==> config.mk <==
export PLATFORM = sky130hd
export DESIGN_NAME = sdram_burst_colgen
export DESIGN_NICKNAME = d
export VERILOG_FILES = /design/src/rtl/colgen_pkg.sv /design/src/rtl/colgen_datapath.sv /design/src/rtl/colgen_control.sv /design/src/rtl/sdram_burst_colgen.sv
export SDC_FILE = /design/constraint.sdc
export NUM_CORES = 1
export LEC_CHECK = 0
export BUFFER_PORTS_ARGS = -buffer_cell sky130_fd_sc_hd__buf_2
export CORE_ASPECT_RATIO = 1.5
export CORE_UTILIZATION = 45
export DETAILED_ROUTE_END_ITERATION = 12
export PLACE_DENSITY = 0.65
export SLEW_MARGIN = 25
export SYNTH_ARGS = -nofsm -noshare
export SYNTH_HDL_FRONTEND = slang
export SYNTH_SLANG_ARGS = --single-unit
==> constraint.sdc <==
create_clock -name clk -period 4.1 [get_ports clk]
set_clock_uncertainty 0.1 [all_clocks]
set_input_delay 0.205 -clock clk [delete_from_list [all_inputs] [get_ports clk]]
set_output_delay 0.205 -clock clk [all_outputs]
set_load 0.05 [all_outputs]
==> src/rtl/colgen_pkg.sv <==
package colgen_pkg;
  // Strobes from control to datapath
  typedef struct packed {
    logic load;   // capture a new start column and configuration
    logic step;   // advance to the next beat
  } colgen_strobe_t;
endpackage

==> src/rtl/colgen_datapath.sv <==
module colgen_datapath
  import colgen_pkg::*;
#(
  parameter int COL_W = 8,
  parameter int ADDR_W = 11,
  parameter int AP_BIT = 10,
  parameter int LEN_W = 3,
  parameter int MAX_FIXED_CODE = 3,
  parameter int FULL_CODE = 7
) (
  input  logic              clk,
  input  logic              rstN,
  input  colgen_strobe_t    strb,
  input  logic [LEN_W-1:0]  cfgLenCode,
  input  logic              cfgInterleave,
  input  logic [ADDR_W-1:0] cmdAddr,
  output logic [COL_W-1:0]  beatCol,
  output logic              atEnd,
  output logic              apFlag
);
  localparam logic [COL_W-1:0] ONE = COL_W'(1);
  localparam logic [COL_W-1:0] ILV_FULL_MASK = (ONE << MAX_FIXED_CODE) - ONE;

  logic [COL_W-1:0] startCol;
  logic [COL_W-1:0] idx;
  logic [COL_W-1:0] mask;
  logic             interMode;
  logic             fullMode;
  logic [COL_W-1:0] newMask;
  logic             newFull;
  logic [COL_W-1:0] seqSum;
  logic [COL_W-1:0] seqCol;
  logic [COL_W-1:0] ilvCol;

  // Window mask for the requested length
  always_comb begin
    newFull = 1'b0;
    if (int'(cfgLenCode) <= MAX_FIXED_CODE) begin
      newMask = (ONE << cfgLenCode) - ONE;
    end else if (int'(cfgLenCode) == FULL_CODE) begin
      if (cfgInterleave) begin
        newMask = ILV_FULL_MASK;
      end else begin
        newMask = '1;
        newFull = 1'b1;
      end
    end else begin
      newMask = '0;
    end
  end

  always_ff @(posedge clk or negedge rstN) begin
    if (!rstN) begin
      startCol  <= '0;
      idx       <= '0;
      mask      <= '0;
      interMode <= 1'b0;
      fullMode  <= 1'b0;
      apFlag    <= 1'b0;
    end else if (strb.load) begin
      startCol  <= cmdAddr[COL_W-1:0];
      idx       <= '0;
      mask      <= newMask;
      interMode <= cfgInterleave;
      fullMode  <= newFull;
      apFlag    <= cmdAddr[AP_BIT];
    end else if (strb.step) begin
      idx <= idx + ONE;
    end
  end

  // Sequential: low bits count and wrap inside the window
  assign seqSum = startCol + idx;
  assign seqCol = (startCol & ~mask) | (seqSum & mask);

  // Interleaved: per-bit XOR inside the window
  for (genvar i = 0; i < COL_W; i++) begin : g_ilv
    assign ilvCol[i] = mask[i] ? (startCol[i] ^ idx[i]) : startCol[i];
  end

  assign beatCol = interMode ? ilvCol : seqCol;
  assign atEnd   = !fullMode && (idx == mask);

  // a load presents the commanded column on the next cycle
  assert_load_col_R2: assert property (@(posedge clk) disable iff (!rstN)
    strb.load |=> (beatCol == $past(cmdAddr[COL_W-1:0])));

  // a sequential step keeps the bits above the window
  assert_seq_upper_R3: assert property (@(posedge clk) disable iff (!rstN)
    (strb.step && !interMode) |=> ((beatCol & ~mask) == $past(beatCol & ~mask)));

  // an interleaved step changes only bits inside the window
  assert_ilv_window_R4: assert property (@(posedge clk) disable iff (!rstN)
    (strb.step && interMode) |=> (((beatCol ^ $past(beatCol)) & ~mask) == '0));
endmodule

==> src/rtl/colgen_control.sv <==
module colgen_control
  import colgen_pkg::*;
(
  input  logic           clk,
  input  logic           rstN,
  input  logic           cmdStart,
  input  logic           cmdStop,
  input  logic           atEnd,
  output colgen_strobe_t strb,
  output logic           beatValid,
  output logic           beatLast
);
  logic active;

  // Start beats stop; stop beats natural end
  always_ff @(posedge clk or negedge rstN) begin
    if (!rstN)                active <= 1'b0;
    else if (cmdStart)        active <= 1'b1;
    else if (cmdStop)         active <= 1'b0;
    else if (active && atEnd) active <= 1'b0;
  end

  always_comb begin
    strb.load = cmdStart;
    strb.step = active && !atEnd && !cmdStart && !cmdStop;
  end

  assign beatValid = active;
  assign beatLast  = active && atEnd;

  assert_stop_idle_R9: assert property (@(posedge clk) disable iff (!rstN)
    (cmdStop && !cmdStart) |=> !beatValid);

  assert_last_valid_R7: assert property (@(posedge clk) disable iff (!rstN)
    beatLast |-> beatValid);

  assert_after_last_R7: assert property (@(posedge clk) disable iff (!rstN)
    (beatLast && !cmdStart) |=> !beatValid);

  assert_restart_R10: assert property (@(posedge clk) disable iff (!rstN)
    cmdStart |=> beatValid);

  assert_run_on_R2: assert property (@(posedge clk) disable iff (!rstN)
    (beatValid && !beatLast && !cmdStart && !cmdStop) |=> beatValid);
endmodule

==> src/rtl/sdram_burst_colgen.sv <==
module sdram_burst_colgen
  import colgen_pkg::*;
#(
  parameter int COL_W = 8,
  parameter int ADDR_W = 11,
  parameter int AP_BIT = 10,
  parameter int LEN_W = 3,
  parameter int MAX_FIXED_CODE = 3,
  parameter int FULL_CODE = 7
) (
  input  logic              clk,
  input  logic              rstN,
  input  logic [LEN_W-1:0]  cfgLenCode,
  input  logic              cfgInterleave,
  input  logic              cmdStart,
  input  logic              cmdStop,
  input  logic [ADDR_W-1:0] cmdAddr,
  output logic              beatValid,
  output logic [COL_W-1:0]  beatCol,
  output logic              beatLast,
  output logic              beatAutoPre
);
  colgen_strobe_t strb;
  logic atEnd;
  logic apFlag;

  colgen_control u_ctrl (
    .clk       (clk),
    .rstN      (rstN),
    .cmdStart  (cmdStart),
    .cmdStop   (cmdStop),
    .atEnd     (atEnd),
    .strb      (strb),
    .beatValid (beatValid),
    .beatLast  (beatLast)
  );

  colgen_datapath #(
    .COL_W          (COL_W),
    .ADDR_W         (ADDR_W),
    .AP_BIT         (AP_BIT),
    .LEN_W          (LEN_W),
    .MAX_FIXED_CODE (MAX_FIXED_CODE),
    .FULL_CODE      (FULL_CODE)
  ) u_dp (
    .clk           (clk),
    .rstN          (rstN),
    .strb          (strb),
    .cfgLenCode    (cfgLenCode),
    .cfgInterleave (cfgInterleave),
    .cmdAddr       (cmdAddr),
    .beatCol       (beatCol),
    .atEnd         (atEnd),
    .apFlag        (apFlag)
  );

  assign beatAutoPre = beatLast && apFlag;

  assert_ap_last_R8: assert property (@(posedge clk) disable iff (!rstN)
    beatAutoPre |-> beatLast);

  assert_reset_idle_R1: assert property (@(posedge clk)
    !rstN |=> !beatValid);
endmodule

-- Yosys cells after proc, flatten, opt, wreduce, memory -nomap -nowiden
Index checks and enable logic that the tools add are counted.
- eq/ne operators: 2
- order comparisons: 1
- bitwise logic cells: 12
- add/subtract/negate cells: 3
- reduce and logical (&&, ||, !) cells: 12
- multiplexer cells: 20
- shift-type cells: 1
- operators by type and width (operator ; number):
    $mux 8 ; 6
    $and 8x8->8 ; 2
    $mux 1 ; 14
    $add 8x1->8 const B ; 1
    $add 8x8->8 ; 1
    $eq 8x8->1 ; 1
    $not 8->8 ; 1
    $or 8x8->8 ; 1
    $shl 1x3->8 const A ; 1
    $sub 8x1->8 const B ; 1
    $xor 1x1->1 ; 8
    $logic_and 1x1->1 ; 6
    $logic_not 1->1 ; 4
    $eq 3x1->1 const B ; 1
    $le 3x2->1 const B ; 1
    $reduce_bool 3->1 ; 1
    $reduce_bool 2->1 ; 1
- register bits: 28
- output and inout port bits: 11
- word-level logic and storage cells: 58
- input bits: 19

-- Longest topological paths before layout
Gate-level depths: netlist (run 1).
- word-level depth: 8
- depth in mapped cells: 8
- gate-level depth less buffers: 8

-- Modules after synthesis
From an unflattened synthesis (run 1), not the netlist that was laid out.
- cells, all modules: 180
- area, all modules: 1722.9 µm²
- modules (own cells, without submodules) (module ; cells an instance ; area each (µm²) ; times used):
    colgen_datapath ; 173 ; 1651.6 ; 1
    colgen_control ; 6 ; 65.1 ; 1
    sdram_burst_colgen ; 1 ; 6.3 ; 1

-- Worst setup path after synthesis (run 1)
No wires, ideal clock.
- path type: reg2out
- from: reg u_dp.idx[0]
- to: out beatCol[4]
- slack: 1.562 ns
- cell stages (with the launch flop): 9
- data arrival time: 2.233 ns
- path through: dfrtp_1 -> ha_1 -> inv_1 -> fa_1 -> nor2b_1 -> o21ai_0 -> a21oi_1 -> xnor2_1 -> a21oi_1
- longest elaborated chain between the ends: 4
- RTL lines (element ; line ; source):
    start, declared ; colgen_datapath.sv:25 ; logic [COL_W-1:0] idx;
    start signal, assigned ; colgen_datapath.sv:68 ; idx <= idx + ONE;
    $add 8x8->8 ; colgen_datapath.sv:73 ; assign seqSum = startCol + idx;
    $and 8x8->8 ; colgen_datapath.sv:74 ; assign seqCol = (startCol & ~mask) | (seqSum & mask);
    $or 8x8->8 ; colgen_datapath.sv:74 ;
    $mux 8 ; colgen_datapath.sv:81 ; assign beatCol = interMode ? ilvCol : seqCol;
    end, declared ; sdram_burst_colgen.sv:19 ; output logic [COL_W-1:0] beatCol,
No other way between the ends.

-- Final worst setup path (run 1)
- from: reg u_dp.idx[0]
- to: out beatCol[6]
Same word-level chain as after synthesis.

==> results of run 1 <==
## cell families (layout without fill, tap and decap cells)
kind of cell	Yosys count	after routing	share of synthesized area, %
AO/OA/AOI/OAI	43	43	15.7
XOR/XNOR	15	15	7.43
adder cells (fa/ha/maj)	11	11	8.06
buffers and inverters	16	42	4.24
flip-flops	28	28	39.6
multiplexers	12	12	7.57
AND/OR/NAND/NOR	54	54	17.4
## final cells by class
class	count	area, um^2
Fill cell	348	1740
Multi-Input combinational cell	135	993
Sequential cell	28	701
Timing Repair Buffer	28	145
Tap cell	43	53.8
Clock buffer	3	41.3
Inverter	11	41.3
## flip-flops by register name, summed over array words and instances (netlist names)
signal            cells
u_dp.apFlag           1
u_dp.startCol         8
u_dp.mask             8
u_dp.fullMode         1
u_ctrl.beatValid      1
u_dp.interMode        1
u_dp.idx              8
## per-layer routing
layer  wire length (um)  up-vias
met3                110        2
met2               1820       28
met5                  0        -
met4                 22        0
met1               1680      665
li1                   -      696
## stage by stage
step / hold WS (ps) / worst slack, ps / util (%) / total power, uW
after floorplan: -191 / 1560 / - / 453
after global placement: 169 / 1800 / 51.8 / 493
after detailed placement: 171 / 1790 / 51.8 / 497
after CTS: 40.6 / 1460 / 53.2 / 644
after global routing: 39.0 / 1290 / 53.2 / 671
final: 39.3 / 1480 / 53.2 / 639
## worst register-to-register path, delay by kind of cell, from the launching register on
kind                      cells  cell delay, ps
and+or+nand+nor               4            1100
DFF                           1             480
xor gates and xnor gates      1             200
## power breakdown
group	switching, uW	internal [uW]
Clock	80.8	65.9
Combinational	113	61.0
Sequential	22.8	295
Total	217	422
## layout by cell type (no fill, tap or decap), drive strengths merged, types with 2 or more instances in the layout
cell    Yosys  final
and2        2      2
dfrtp      28     28
nor4        2      2
buf         2     27
o21bai      2      2
inv        11     11
nand2      12     12
or3         2      2
nor2       13     13
a21o        3      3
nor2b       4      4
xor2       10     10
a21oi      12     12
nor3        2      2
nand3       3      3
o41ai       3      3
mux2       11     11
and3        2      2
xnor2       5      5
o21ai      10     10
o311ai      2      2
nor3b       2      2
o211ai      2      2
a31oi       4      4
ha          9      9
nand3b      3      3
nand4       3      3
clkbuf      3      3
## how the worst max path moves through the flow
stage / from / end / slack (ps) / cells after the start
detailed placement: u_dp.idx[0] / beatCol[6] / 1790 / 9
global route: u_dp.idx[0] / beatCol[6] / 1290 / 9
floorplan: u_dp.idx[0] / beatCol[4] / 1560 / 8
global placement: u_dp.idx[0] / beatCol[4] / 1800 / 9
CTS: u_dp.idx[0] / beatCol[4] / 1460 / 9
finish: u_dp.idx[0] / beatCol[6] / 1480 / 9
## cells in the mapped netlist (all sizes together), types with 2 or more instances
cell / instances
dfrtp: 28
nor2: 13
a21oi: 12
nand2: 12
inv: 11
mux2: 11
o21ai: 10
xor2: 10
ha: 9
xnor2: 5
a31oi: 4
nor2b: 4
a21o: 3
clkbuf: 3
nand3: 3
nand3b: 3
nand4: 3
o41ai: 3
and2: 2
and3: 2
buf: 2
nor3: 2
nor3b: 2
nor4: 2
o211ai: 2
o21bai: 2
o311ai: 2
or3: 2
==> results.txt, run 1 <==
----------------------------------------------------
[Hold path]
  Start point of the worst min-delay path ... cmdAddr[1]
  Worst Hold Path EP ... u_dp.startCol[1]
  Hold Path Class ... input pin to flop
  Hold Path Cell Cnt ... 3

[Floorplan]
  Boundary Pins ... 30
  Die Ht ... 78.8 um
  Placeable core region ... 0.00372 mm^2
  Area of the die ... 0.00419 mm^2
  Effective utilization at floorplan ... 47.6%
  Chip Width ... 53.2 um
  Row count ... 27

[Finish]
  N_diodes ... 0
  Final layout net count ... 236
  Fraction of final layout cells with drive strength greater than 1 ... 23.4%
  Growth of design area from synthesis to finish ... 11.7%
  Layout Cell Area excl Fill ... 0.00198 mm^2
  Non-filler instance count after layout ... 248

[Worst setup path]
  Max FO, Critical Path ... 6
  Critical path launch point type ... flop
  Cell Chain, Critical Path ... ha_1 -> inv_1 -> fa_1 -> nor2b_1 -> o21ai_0 -> a21oi_1 -> o211ai_1 -> nand3b_1 -> buf_2
  Worst endpoint data arrival time ... 2320 ps
  Slowest Stage Delay on Critical Path ... 470 ps
  Crit path buffers/inverters ... 2
  Required time of the critical path ... 3800 ps
  Slowest stage cell, crit path ... sky130_fd_sc_hd__dfrtp_1
  Minimum setup slack among reg-to-reg paths ... 2120 ps
  Nature of the critical path endpoint ... output pin
  Startpoint of the worst register-to-register path ... u_dp.idx[7]
  Cell family contributing the most delay on the critical path ... adder cells
  R2r endpoint ... u_ctrl.beatValid
  Depth of the worst register-to-register path ... 5
  Type of the worst setup path ... flop to output pin

[Pwr]
  Static leakage ... 0.000923 uW
  VDD IR-drop max ... 0.228 mV
  PD cells ... 323 mW/mm^2

[Synth]
  Async set or reset register ratio after synthesis ... 100%
  Predominant post-synthesis flop cell ... sky130_fd_sc_hd__dfrtp_1
  Average size of a mapped cell ... 9.88 um^2
  Number of synthesis warnings ... 0
  Post-synth top area share ... 39.6%
  EDFF count, synth ... 0
  Area of the mapped netlist ... 0.00177 mm^2
  Register bit total from synthesis ... 28
  Synth area leader ... sky130_fd_sc_hd__dfrtp_1
  Post-synthesis cell type count ... 45
  Post-synthesis sequential area ratio ... 39.6%
  Top cells by area, synth ... sky130_fd_sc_hd__dfrtp_1, sky130_fd_sc_hd__mux2_2, sky130_fd_sc_hd__ha_1
  Post-synthesis cell count ... 179
  Syn Nets ... 208

[Timing]
  Count of final max-slew check failures ... 0
  Worst slew margin relative to its limit ... 58.1%
  Transition time of the tightest slew-check pin ... 628 ps
  Number of hold-slack violations in the final timing report ... 0
  Final Cycle Share ... 63.9%
  Sum Neg Setup Slack ... 0 ps
  Unrepaired setup endpoints after global routing ... no
  Number of setup violations in the final report ... 0
  Minimum clock period ... 2620 ps
  FMAX ... 381 MHz

[Route]
  Final antenna-violating net count ... 0
  Iteration-0 DRC count of the detailed router ... 35
  Number of search-and-repair iterations in the first detailed-routing pass ... 4
  Sum of routed wire length over all layers ... 3.63 mm
  Routed vias ... 1391
  DR WL/cell ... 14.6 um
  Number of vias per cell ... 5.61
  Drt drc ... 0

[Run status]
  Run status ... complete, no violations

[Clocking]
  Clock sink total ... 28
  Number of buffers inserted during clock tree synthesis ... 3
  Insertion delay of the later-clocked pin in the worst-skew pair ... 270 ps
  Clk slew on worst S/H paths ... 90 ps
  Hold bufs inserted after CTS ... 1
  Number of gates resized after cts ... 0
  Post-CTS Setup Bufs ... 0
  Maximum buffer depth of the clock tree ... 2
  H-tree depth reported by CTS ... 1
  CTS Root Cell ... sky130_fd_sc_hd__clkbuf_8
  CTS tree ... yes

[Global route]
  GR peak layer ... met2
  Initial antenna violation count ... 0
  GR Layer Usage met1 ... 26.5%
  Pin count of the biggest net entering global routing ... 29
  GRT met2 Usage ... 34.3%
  Congestion Overflow GR ... 0
  GRT Util Overall ... 20.0%
  Met3 track utilization from global routing ... 1.72%
  Via count of the first global-routing pass ... 1326
  Global-route wire length before repair ... 6.25 mm

[Placed design]
  Port buffer count ... 27
  Placed cell count ... 244
  Post-detailed-placement cell area ... 0.00192 mm^2
  Estimated wirelength of the detail-placed design ... 2.72 mm
  Placer Congestion ... 0.833

[Run]
  Max-capacitance violation count ... 0

----------------------------------------------------
(Power assumes the default switching activity.)
==> inputs of run 2 (changes only) <==
- PLACE_DENSITY: 0.65 -> 0.68
- clock period: 4.1 -> 2.3 ns (I/O delays scaled with it)
==> run 2 against run 1 <==
Compared with the run above: the flow now finishes with violations (negative setup slack); count of clock-buffer cells in the layout unchanged; non-clock buffer count increased by 29; flip-flop and latch count is the same; die area unchanged; combinational power increased by 140%; power is 95% higher; final area increased by 20%; clock power increased by 84%; global-route usage grew 2.2 points; final cell count rose by 12%; register-to-register slack got worse by 1900 ps; critical path type unchanged.
==> results.txt, run 2 (synthesis gave the netlist of run 1 again) <==
----------------------------------------------------
[Route]
  Number of search-and-repair iterations in the first detailed-routing pass ... 4 (unchanged)
  Iteration-0 DRC count of the detailed router ... 36 (+2.9%)
  Sum of routed wire length over all layers ... 4.55 mm (+25%)
  Number of vias per cell ... 5.66 (+0.92%)
  Routed vias ... 1568 (+13%)
  DR WL/cell ... 16.4 um (+12%)
  Final antenna-violating net count ... 0 (unchanged)
  Drt drc ... 0 (unchanged)

[Worst setup path]
  Required time of the critical path ... 2090 ps (-1710 ps)
  Critical path launch point type ... flop
  Slowest stage cell, crit path ... sky130_fd_sc_hd__dfrtp_1
  Slowest Stage Delay on Critical Path ... 420 ps (-50 ps)
  Type of the worst setup path ... flop to output pin
  Max FO, Critical Path ... 3 (-3)
  Cell Chain, Critical Path ... ha_1 -> a21oi_4 -> nor2b_1 -> o21bai_1 -> xor2_1 -> a21oi_1 -> clkbuf_4
  Nature of the critical path endpoint ... output pin
  Worst endpoint data arrival time ... 2090 ps (-230 ps)
  Crit path buffers/inverters ... 1 (-1)
  Cell family contributing the most delay on the critical path ... compound AO/OA/AOI/OAI gates

[Clocking]
  CTS tree ... yes
  Clk slew on worst S/H paths ... 90 ps (about the same)
  CTS Root Cell ... sky130_fd_sc_hd__clkbuf_8
  Insertion delay of the later-clocked pin in the worst-skew pair ... 280 ps (about the same)
  H-tree depth reported by CTS ... 1 (unchanged)
  Number of buffers inserted during clock tree synthesis ... 3 (unchanged)
  Clock sink total ... 28 (unchanged)
  Maximum buffer depth of the clock tree ... 2 (unchanged)

[Placed design]
  Estimated wirelength of the detail-placed design ... 3.07 mm (+13%)
  Port buffer count ... 27 (unchanged)
  Placer Congestion ... 0.785 (-5.8%)
  Placed cell count ... 253 (+3.7%)
  Post-detailed-placement cell area ... 0.00200 mm^2 (+4.1%)

[Floorplan]
  Area of the die ... 0.00419 mm^2 (unchanged)
  Boundary Pins ... 30 (unchanged)
  Placeable core region ... 0.00372 mm^2 (unchanged)
  Chip Width ... 53.2 um (unchanged)
  Row count ... 27 (unchanged)
  Effective utilization at floorplan ... 47.6% (unchanged)
  Die Ht ... 78.8 um (unchanged)

[Timing]
  Unrepaired setup endpoints after global routing ... yes
  Transition time of the tightest slew-check pin ... 649 ps (+21.1 ps)
  Number of setup violations in the final report ... 2 (+2)
  Worst slew margin relative to its limit ... 56.7% (-1.4 points)
  Number of hold-slack violations in the final timing report ... 0 (unchanged)
  Final setup margin ... -8.61 ps (-1490 ps)
  Hold Worst Slack ... 39.7 ps (+0.395 ps)
  FMAX ... 433 MHz
  Count of final max-slew check failures ... 0 (unchanged)
  Minimum clock period ... 2310 ps
  Final Cycle Share ... 100%

[Global route]
  Via count of the first global-routing pass ... 1545 (+17%)
  Congestion Overflow GR ... 0 (unchanged)
  Global-route wire length before repair ... 6.80 mm (+8.7%)
  GR peak layer ... met2
  GR Layer Usage met1 ... 24.5% (-2.0 points)
  Met3 track utilization from global routing ... 1.92% (+0.19 points)
  GRT met2 Usage ... 39.7% (+5.4 points)
  Pin count of the biggest net entering global routing ... 29 (unchanged)
  GRT Util Overall ... 22.2% (+2.2 points)
  Initial antenna violation count ... 0 (unchanged)

[Hold path]
  Hold Path Class ... input pin to flop

[Finish]
  N_diodes ... 0 (unchanged)
  Layout Cell Area excl Fill ... 0.00237 mm^2 (+20%)
  Growth of design area from synthesis to finish ... 33.9%
  Largest registers in the final layout ... u_dp.idx: 8 flops, u_dp.mask: 8 flops, u_dp.startCol: 8 flops
  Non-filler instance count after layout ... 277 (+12%)
  Most frequent cells in the layout ... sky130_fd_sc_hd__dfrtp_1, sky130_fd_sc_hd__buf_2, sky130_fd_sc_hd__buf_4, sky130_fd_sc_hd__nor2_1
  Core occupancy in the finished layout ... 63.7% (+11 points)
  Final layout net count ... 265 (+12%)
  Fraction of final layout cells with drive strength greater than 1 ... 35.9% (+12 points)
  Most frequent standard cell in the layout excluding fill and tap cells ... sky130_fd_sc_hd__dfrtp_1

[Run]
  Max-capacitance violation count ... 0 (unchanged)

[Pwr]
  VDD IR-drop max ... 0.423 mV (+85%)
  Static leakage ... 0.00108 uW (+17%)
  PD cells ... 526 mW/mm^2 (+63%)

[Run status]
  Run status ... finished, violations left
  Violated checks ... negative setup slack

----------------------------------------------------
## run 2: what timing repair did
item,4_1_cts,5_1_grt
endpoints found under the setup margin,7,7
endpoints found under the hold margin,38,0
hold buffers,11,0
gates resized for setup,13,15
pin swaps,4,9
buffers inserted,4,6
## run 2: per-stage QoR
stage               TNS, ps  total power (uW)  worst slack, ps
CTS                       0              1210             2.15
floorplan                 0               811             18.5
finish                -14.9              1250            -8.61
global placement          0               890              177
detailed placement        0               903              140
global route           -280              1310            -98.4
## run 2: final cells by class
class	instances	area [um^2]
fillers	306	1350
multi-input cells	135	1110
flip-flops and latches	28	701
repair buffers	57	417
well taps	43	53.8
clock buffers	3	41.3
inverters	11	41.3
## run 2: per-layer routing
| layer | part of all wire (%) | wire (um) |
|---|---|---|
| met5 | 0 | 0 |
| met3 | 2.6 | 119 |
| met2 | 55 | 2490 |
| met4 | 3.5 | 159 |
| met1 | 39 | 1780 |
## run 2: worst register-to-register path: cells and delay by family, from the launching register on
family	cells	cell delay (ps)
AND/OR/NAND/NOR	2	550
flip-flops	1	520
AO/OA/AOI/OAI	2	380
XOR/XNOR	1	270
buffers and inverters	1	140
## run 2: final timing paths
path	startpoint	endpoint	slack [ps]	depth (start not counted)
max reg2reg	u_dp.idx[7]	u_dp.idx[6]	260	6
max	u_dp.idx[1]	beatCol[3]	-9	7
min in group asynchronous	rstN	u_dp.idx[5]	290	2
min	cfgLenCode[1]	u_dp.mask[2]	40	3
min reg2reg	u_dp.fullMode	u_dp.fullMode	410	1
max in group asynchronous	rstN	u_dp.mask[4]	1390	2
## run 2: power by group
part	internal [uW]	switching, uW	total (uW)
registers	526	38.1	564
clock network	118	153	271
logic	175	237	412
